$ cat src/rtl/resv_pkg.sv
package resv_pkg;
  typedef enum logic [1:0] {
    OP_LL   = 2'b00,
    OP_ST   = 2'b01,
    OP_SC   = 2'b10,
    OP_NONE = 2'b11
  } resv_op_e;
endpackage

$ cat src/rtl/resv_entry.sv
module resv_entry #(
  parameter int ADDR_W = 32
) (
  input  logic              clk,
  input  logic              rst_n,
  input  logic              set_en,
  input  logic              clr_en,
  input  logic [ADDR_W-1:0] set_addr,
  output logic              vld,
  output logic [ADDR_W-1:0] addr
);
  logic vld_nxt;
  logic addr_en;

  always_comb begin
    vld_nxt = vld;
    if (set_en)      vld_nxt = 1'b1;
    else if (clr_en) vld_nxt = 1'b0;
    addr_en = set_en;
  end

  always_ff @(posedge clk or negedge rst_n) begin
    if (!rst_n) begin
      vld  <= 1'b0;
      addr <= '0;
    end else begin
      vld <= vld_nxt;
      if (addr_en) addr <= set_addr;
    end
  end

  // a recorded reservation holds the requested granule
  p_set_records_r2: assert property (@(posedge clk) disable iff (!rst_n)
    set_en |=> (vld && addr == $past(set_addr)));
  // a clear request drops the entry
  p_clear_drops_r7: assert property (@(posedge clk) disable iff (!rst_n)
    (clr_en && !set_en) |=> !vld);
endmodule

$ cat src/rtl/resv_decide.sv
module resv_decide
  import resv_pkg::*;
#(
  parameter int CTX_N  = 4,
  parameter int ADDR_W = 32,
  parameter int CTX_W  = 2
) (
  input  logic                         clk,
  input  logic                         rst_n,
  input  logic                         req_vld,
  input  resv_op_e                     req_op,
  input  logic [CTX_W-1:0]             req_ctx,
  input  logic [ADDR_W-1:0]            req_gaddr,
  input  logic [CTX_N-1:0]             ent_vld,
  input  logic [CTX_N-1:0][ADDR_W-1:0] ent_addr,
  output logic [CTX_N-1:0]             set_vec,
  output logic [CTX_N-1:0]             clr_vec,
  output logic                         allow,
  output logic                         sc_ok
);
  logic [CTX_N-1:0] hit;
  logic             own_hit;
  logic             is_ll, is_st, is_sc;

  always_comb begin
    is_ll   = req_vld && (req_op == OP_LL);
    is_st   = req_vld && (req_op == OP_ST);
    is_sc   = req_vld && (req_op == OP_SC);
    own_hit = 1'b0;
    set_vec = '0;
    for (int i = 0; i < CTX_N; i++) begin
      hit[i] = ent_vld[i] && (ent_addr[i] == req_gaddr);
      if (req_ctx == CTX_W'(i)) begin
        own_hit    = hit[i];
        set_vec[i] = is_ll;
      end
    end
    sc_ok   = is_sc && own_hit;
    allow   = is_st || sc_ok;
    clr_vec = allow ? hit : '0;
  end

  // a load-linked touches at most one entry
  p_one_set_r3: assert property (@(posedge clk) disable iff (!rst_n)
    $onehot0(set_vec));
  // a conditional without any live entry on the granule cannot pass
  p_sc_needs_entry_r5: assert property (@(posedge clk) disable iff (!rst_n)
    (is_sc && ((ent_vld & hit) == '0)) |-> !sc_ok);
endmodule

$ cat src/rtl/resv_monitor.sv
module resv_monitor
  import resv_pkg::*;
#(
  parameter int CTX_N   = 4,
  parameter int ADDR_W  = 32,
  parameter int GRAN_LG = 6,
  localparam int CTX_W  = (CTX_N > 1) ? $clog2(CTX_N) : 1
) (
  input  logic              clk,
  input  logic              rst_n,
  input  logic              req_vld,
  input  logic [CTX_W-1:0]  req_ctx,
  input  logic [ADDR_W-1:0] req_addr,
  input  logic [1:0]        req_op,
  output logic              st_allow,
  output logic              sc_ok,
  output logic [CTX_N-1:0]  wake
);
  localparam int GRAN_W = ADDR_W - GRAN_LG;
  localparam logic [ADDR_W-1:0] GMASK = {{GRAN_W{1'b1}}, {GRAN_LG{1'b0}}};

  resv_op_e                     op;
  logic [ADDR_W-1:0]            req_gaddr;
  logic [CTX_N-1:0]             ent_vld;
  logic [CTX_N-1:0][ADDR_W-1:0] ent_addr;
  logic [CTX_N-1:0]             set_vec, clr_vec;
  logic                         allow_d, ok_d;
  logic                         allow_nxt, ok_nxt;
  logic [CTX_N-1:0]             wake_nxt;

  assign op        = resv_op_e'(req_op);
  assign req_gaddr = req_addr & GMASK;

  resv_decide #(.CTX_N(CTX_N), .ADDR_W(ADDR_W), .CTX_W(CTX_W)) u_decide (
    .clk      (clk),
    .rst_n    (rst_n),
    .req_vld  (req_vld),
    .req_op   (op),
    .req_ctx  (req_ctx),
    .req_gaddr(req_gaddr),
    .ent_vld  (ent_vld),
    .ent_addr (ent_addr),
    .set_vec  (set_vec),
    .clr_vec  (clr_vec),
    .allow    (allow_d),
    .sc_ok    (ok_d)
  );

  for (genvar g = 0; g < CTX_N; g++) begin : g_ent
    resv_entry #(.ADDR_W(ADDR_W)) u_entry (
      .clk     (clk),
      .rst_n   (rst_n),
      .set_en  (set_vec[g]),
      .clr_en  (clr_vec[g]),
      .set_addr(req_gaddr),
      .vld     (ent_vld[g]),
      .addr    (ent_addr[g])
    );
  end

  always_comb begin
    allow_nxt = allow_d;
    ok_nxt    = ok_d;
    wake_nxt  = clr_vec;
  end

  always_ff @(posedge clk or negedge rst_n) begin
    if (!rst_n) begin
      st_allow <= 1'b0;
      sc_ok    <= 1'b0;
      wake     <= '0;
    end else begin
      st_allow <= allow_nxt;
      sc_ok    <= ok_nxt;
      wake     <= wake_nxt;
    end
  end

  // conditional success always carries write permission
  p_ok_allows_r2: assert property (@(posedge clk) disable iff (!rst_n)
    sc_ok |-> st_allow);
  // plain stores are always permitted and never report conditional success
  p_store_allowed_r6: assert property (@(posedge clk) disable iff (!rst_n)
    (req_vld && op == OP_ST) |=> (st_allow && !sc_ok));
  // a failing conditional leaves the table alone
  p_fail_keeps_r8: assert property (@(posedge clk) disable iff (!rst_n)
    (req_vld && op == OP_SC && !ok_d) |=> ($stable(ent_vld) && wake == '0));
  // wakeups only accompany a permitted write
  p_wake_with_write_r9: assert property (@(posedge clk) disable iff (!rst_n)
    (wake != '0) |-> st_allow);
  // no request, no answer
  p_idle_quiet_r10: assert property (@(posedge clk) disable iff (!rst_n)
    (!req_vld || op == OP_NONE) |=> (!st_allow && !sc_ok && wake == '0));
endmodule

$ cat config.mk
export PLATFORM = sky130hd
export DESIGN_NAME = resv_monitor
export DESIGN_NICKNAME = d
export VERILOG_FILES = /design/src/rtl/resv_pkg.sv /design/src/rtl/resv_entry.sv /design/src/rtl/resv_decide.sv /design/src/rtl/resv_monitor.sv
export SDC_FILE = /design/constraint.sdc
export NUM_CORES = 1
export LEC_CHECK = 0
export BUFFER_PORTS_ARGS = -buffer_cell sky130_fd_sc_hd__buf_4
export CORE_MARGIN = 2
export CORE_UTILIZATION = 30
export CTS_BUF_LIST = sky130_fd_sc_hd__clkbuf_2 sky130_fd_sc_hd__clkbuf_4 sky130_fd_sc_hd__clkbuf_8
export DETAILED_ROUTE_END_ITERATION = 16
export PLACE_DENSITY = 0.53
export SLEW_MARGIN = 20
export SYNTH_ARGS = -nofsm -noshare
export SYNTH_HDL_FRONTEND = slang
export SYNTH_SLANG_ARGS = --single-unit
$ cat constraint.sdc
create_clock -name clk -period 1.6 [get_ports clk]
set_input_delay 0.32 -clock clk [delete_from_list [all_inputs] [get_ports clk]]
set_output_delay 0.32 -clock clk [all_outputs]
set_load 0.02 [all_outputs]
Yosys cells after proc, flatten, opt, wreduce, memory -nomap -nowiden

Index checks and enable logic that the tools add are counted.
W data, S select, Z words.

Flip-flop bits (word level): 114
Output and inout bits: 6
Logic and storage cells: 52

Equality and inequality tests: 9
Mux-type cells: 17
Reduce and logical (&&, ||, !) cells: 15

Operators by type and width:

| kind                 | number |
|---|---|
| $eq A26 B26 Y1       | 4 |
| $mux W1              | 16 |
| $logic_and A1 B1 Y1  | 8 |
| $reduce_bool A2 Y1   | 4 |
| $eq A2 B2 Y1 const B | 3 |
| $eq A2 B1 Y1 const B | 2 |
| $logic_not A2 Y1     | 2 |
| $mux W4              | 1 |
| $logic_or A1 B1 Y1   | 1 |

Longest topological paths before layout

Depth in word-level cells: 11
Mapped depth: 8
Mapped depth without buffers: 6

Hierarchy

A second synthesis with hierarchy kept.

Cells, all modules: 508
Area, all modules: 7333.3 sq um

Modules (own cells, without submodules):

| module       | times used | cells an instance | area each (sq um) |
|---|---|---|---|
| resv_entry   | 4          | 71                | 1377.6 |
| resv_decide  | 1          | 217               | 1669.1 |
| resv_monitor | 1          | 7                 | 153.9 |

Worst setup path after synthesis

Ideal clock, no wire load.

Kind: input to register
From: input port req_vld
To: register g_ent[0].u_entry.addr[12]
Data arrival time: 1.674 ns
Required time: 1.475 ns
Setup slack: -0.199 ns
Stages: 7
Path through: nor2b_1 nor2b_1 and2_1 nor2b_1 buf_2 buf_4 mux2_2

Longest elaborated chain between the ends: 2

RTL lines:

| item                 | line               | RTL |
|---|---|---|
| from (decl)          | resv_monitor.sv:11 | `input logic req_vld,` |
| $logic_and A1 B1 Y1  | resv_decide.sv:26  | `is_ll = req_vld && (req_op == OP_LL);` |
| $mux W1              | resv_decide.sv:33  | `if (req_ctx == CTX_W'(i)) begin` |
| to (signal assigned) | resv_entry.sv:28   | `if (addr_en) addr <= set_addr;` |
| to (decl)            | resv_entry.sv:10   | `output logic [ADDR_W-1:0] addr` |

Every way passes these cells.
A chain may end at the register's enable or synchronous reset.

Worst setup path after layout

From: register g_ent[3].u_entry.addr[20]
To: register wake[0]

Longest elaborated chain between the ends: 6

RTL lines:

| item                        | line               | RTL |
|---|---|---|
| from (decl)                 | resv_entry.sv:10   |  |
| from (signal assigned)      | resv_entry.sv:28   |  |
| $eq A26 B26 Y1              | resv_decide.sv:32  | `hit[i] = ent_vld[i] && (ent_addr[i] == req_gaddr);` |
| $logic_and A1 B1 Y1         | resv_decide.sv:32  |  |
| $mux W1                     | resv_decide.sv:33  |  |
| $logic_and A1 B1 Y1         | resv_decide.sv:38  | `sc_ok = is_sc && own_hit;` |
| $logic_or A1 B1 Y1          | resv_decide.sv:39  | `allow = is_st \|\| sc_ok;` |
| $mux W4                     | resv_decide.sv:40  | `clr_vec = allow ? hit : '0;` |
| via g_ent[0].u_entry.clr_en | resv_entry.sv:7    | `input logic clr_en,` |
| to (signal assigned)        | resv_monitor.sv:75 | `wake <= wake_nxt;` |
| to (decl)                   | resv_monitor.sv:17 | `output logic [CTX_N-1:0] wake` |

The timed path passes the listed nets, and every way through them passes these cells.

==> PnR_summary.wiki <==
{| class="wikitable"
! Metric !! Value
|-
| Outcome || complete, but fails checks
|-
| Failing checks || negative setup slack
|-
| Clk Tree Root Cell || sky130_fd_sc_hd__clkbuf_8
|-
| Type of the tightest min-delay check || input pin to flop
|-
| Largest stage delay on the critical path || 0.41 ns
|-
| Period utilization || 1.28
|-
| Synth Area in Adders || 0
|-
| Via count of the first global-routing pass || 4713
|-
| Layout-stage area growth over the synthesis result || 35.8%
|-
| Share of the core filled with cells in the final layout || 0.414
|-
| H-tree depth reported by CTS || 4
|-
| Standard cell with the maximum stage delay on the critical path || sky130_fd_sc_hd__dfrtp_1
|-
| Highest fanout seen on the critical path || 4
|-
| Chip Width || 147 µm
|-
| Most area-consuming cells after synthesis || sky130_fd_sc_hd__dfrtp_1 (47%), sky130_fd_sc_hd__mux2_2 (19%), sky130_fd_sc_hd__xnor2_1 (13%), sky130_fd_sc_hd__nand4_1 (4.5%), sky130_fd_sc_hd__buf_6 (4.0%)
|-
| Final antenna diode count || 0
|-
| Shortest period the worst path allows || 2.05 ns
|-
| Main combinational cell family by area after synthesis || multiplexers
|-
| Worst hold path startpoint || req_addr[8]
|-
| Commonest register cell after synthesis || sky130_fd_sc_hd__dfrtp_1
|-
| Number of buffers inserted by port buffering || 38
|-
| Maximum clock skew at final layout || 0.0124 ns
|-
| Effective utilization at floorplan || 0.305
|-
| Number of cells traversed by the worst register-to-register path || 6
|-
| Startpoint of the most critical register-to-register path || g_ent[3].u_entry.addr[20]$_DFFE_PN0P_
|-
| Post-synthesis cell type count || 36
|-
| Initial detailed-routing violation count || 197
|-
| Area of the core || 20100 µm²
|-
| Setup TNS Final || -3.75 ns
|-
| Highest achievable clock rate || 0.488 GHz
|-
| Placed Instances || 887
|-
| Pre-CTS setup slack || -0.559 ns
|-
| RSZ-0062 raised after global routing || yes
|-
| Post-synthesis net count || 526
|-
| Synthesized-area fraction occupied by ao, oa, aoi and oai cells || 0.0188
|-
| Final weighted congestion in routability-driven placement || 0.905
|-
| Hold Fails Final Rpt || 0
|-
| Number of antenna violations at the first check in global routing || 0
|-
| Top cell type by total area after synthesis || sky130_fd_sc_hd__dfrtp_1
|-
| Average footprint of a synthesized cell || 12.6 µm²
|-
| Worst Setup End Kind || flop
|-
| Pwr per Cell Area || 1250 nW/µm²
|-
| Clock tree from TritonCTS || done
|-
| Die outline area || 21600 µm²
|-
| Number of warnings printed during yosys synthesis || 0
|-
| Worst setup margin || -0.451 ns
|-
| CP startpoint kind || flop
|-
| Netlist area before placement || 6120 µm²
|-
| Vias || 4274
|-
| Static leakage power || 0.00357 µW
|-
| Number of enable flip-flop cells after synthesis || 0
|-
| Maximum resistive drop on vdd || 0.481 mV
|-
| WL final || 17.4 mm
|-
| Wire length of the first global-routing pass || 27.6 mm
|-
| Data arrival time of the worst path || 2.39 ns
|-
| Number of top-level design ports || 45
|-
| Nets || 681
|-
| Asr flop ratio synth || 1.00
|-
| Simple-gate share of the synthesized area || 0.108
|-
| Most numerous cell types in the synthesized netlist || sky130_fd_sc_hd__dfrtp_1 (114), sky130_fd_sc_hd__mux2_2 (104), sky130_fd_sc_hd__xnor2_1 (93)
|-
| Area share of the largest cell type after synthesis || 0.466
|-
| Number of pins with negative max-slew slack in the final report || 0
|-
| Sink count of the clock tree || 114
|-
| Tot Pwr || 10400 µW
|-
| Final global-route overflow total || 0
|-
| Start point of the critical path || g_ent[3].u_entry.addr[20]$_DFFE_PN0P_
|-
| Row count || 52
|-
| DR vias/cell || 4.62
|-
| Headroom to the max-slew limit || 0.712
|-
| Share of synthesized area spent on multiplexers || 0.191
|-
| Most frequently used cell type in the post-synthesis netlist || sky130_fd_sc_hd__dfrtp_1
|-
| Kind of critical path || flop to flop
|-
| Min-Delay Endpoint || g_ent[1].u_entry.addr[8]$_DFFE_PN0P_
|-
| Hpwl dp || 13.3 mm
|-
| Minimum setup slack among reg-to-reg paths || -0.45 ns
|-
| Synthesized netlist cell count || 487
|-
| Latest clock arrival within the worst-skew pair || 0.45 ns
|-
| Post-synthesis sequential area ratio || 0.466
|-
| Count of endpoints failing setup in the final report || 10
|-
| Cell Chain, Critical Path || xnor2_2 > nand4_1 > nor4_4 > a32oi_1 > and3_4 > a2111oi_4
|-
| Maxcap violations || 0
|-
| Detail Route Antenna Nets || 0
|-
| Drt drc || 0
|-
| Xor/xnor cell area share of the yosys netlist || 0.161
|-
| Count of state elements after synthesis || 114
|-
| Number of buffers on the longest clock path || 2
|-
| Iteration count of the initial detailed-routing pass || 5
|-
| Fraction of layout instances using a drive strength above 1 || 0.545
|-
| CTS buffer count || 17
|-
| Global-route usage over all layers || 0.173
|-
| Routed len/inst || 18.9 µm
|-
| Non-filler instance count after layout || 925
|-
| DIE HEIGHT || 147 µm
|-
| Transition time at the pin with the least slew margin || 0.428 ns
|-
| WP data required || 1.94 ns
|-
| WHS Path Cells || 2
|-
| Clock Pin Slew Worst Setup and Hold Paths || 0.07 ns
|-
| R2R Path End || wake[0]$_DFF_PN0_
|-
| Pin count of the biggest net entering global routing || 53
|}
where the power goes:
part,switching [µW],internal [µW]
logic,1360,1920
clock network,1220,1920
registers,477,3500
total,3060,7330
timing repair:
item / CTS / global route
hold buffers: 1 / 0
pin swaps: 9 / 11
endpoints found under the hold margin: 24 / 0
gates cloned: 0 / 0
setup buffers: 5 / 0
endpoints found under the setup margin: 10 / 10
gates resized for setup: 9 / 8
flip-flops by register name, indices dropped and copies added, names as in the netlist:
signal,count
g_ent.u_entry.addr,104
g_ent.u_entry.vld,4
wake,4
sc_ok,1
st_allow,1
critical path: cells and delay by family (launching register included):
| kind | cells | cell delay, ns |
|---|---|---|
| XOR/XNOR | 1 | 0.27 |
| AND/OR/NAND/NOR | 3 | 0.85 |
| flip-flops | 1 | 0.41 |
| AO/OA/AOI/OAI | 2 | 0.41 |
metal layers:
metal | track usage | vias up | wire length (µm)
met5 | 0 | - | 0
met4 | 0.0505 | 0 | 296
met1 | 0.239 | 2134 | 8340
li1 | - | 2041 | -
met3 | 0.0404 | 16 | 770
met2 | 0.272 | 83 | 8040
cell usage in the layout, fill, tap and decap left out, types with 3 or more instances in the layout:
cell type,Yosys,layout
sky130_fd_sc_hd__mux2_2,104,88
sky130_fd_sc_hd__nand3_1,11,11
sky130_fd_sc_hd__nor4_2,3,4
sky130_fd_sc_hd__a21oi_1,6,3
sky130_fd_sc_hd__xnor2_2,9,29
sky130_fd_sc_hd__nor2b_4,0,3
sky130_fd_sc_hd__xnor2_1,93,73
sky130_fd_sc_hd__nor2_1,4,4
sky130_fd_sc_hd__clkbuf_4,0,3
sky130_fd_sc_hd__nor4_4,0,3
sky130_fd_sc_hd__buf_12,0,9
sky130_fd_sc_hd__nand2_1,20,20
sky130_fd_sc_hd__clkbuf_8,0,21
sky130_fd_sc_hd__and3_1,4,4
sky130_fd_sc_hd__buf_4,3,163
sky130_fd_sc_hd__a21oi_2,0,3
sky130_fd_sc_hd__nor4_1,8,4
sky130_fd_sc_hd__nand4_1,44,44
sky130_fd_sc_hd__nor3_1,5,5
sky130_fd_sc_hd__bufinv_16,0,4
sky130_fd_sc_hd__dfrtp_1,114,114
sky130_fd_sc_hd__mux2_4,0,16
worst max-delay path by stage:
stage,to,cells past startpoint,slack [ns]
detailed placement,wake[0]$_DFF_PN0_,8,-0.56
global route,wake[0]$_DFF_PN0_,6,-0.50
finish,wake[0]$_DFF_PN0_,6,-0.45
CTS,wake[0]$_DFF_PN0_,7,-0.44
floorplan,wake[0]$_DFF_PN0_,7,-0.10
global placement,sc_ok$_DFF_PN0_,8,-0.54
stage by stage:
stage	cell area [µm²]	hold slack [ns]
floorplan	6360	0.0244
global placement	7690	0.260
detailed placement	7690	0.276
CTS	8260	0.123
global route	8320	0.132
finish	8320	0.158
cell type report:
| class | instances | area, µm² |
|---|---|---|
| timing repair buffer | 173 | 1410 |
| clock inverter | 8 | 149 |
| fill | 1899 | 11800 |
| inverter | 1 | 3.75 |
| sequential | 114 | 2850 |
| clock buffer | 24 | 312 |
| multi-input combinational | 335 | 3250 |
| tap | 270 | 338 |
cell families (layout without fill, tap and decap cells):
kind of cell / Yosys count / in the layout
AOI/OAI and AO/OA: 15 / 15
xor gates and xnor gates: 103 / 103
buffers and inverters: 38 / 206
DFF: 114 / 114
muxes: 104 / 104
and+or+nand+nor: 113 / 113
No activity file was read; power rests on OpenSTA's default activity.
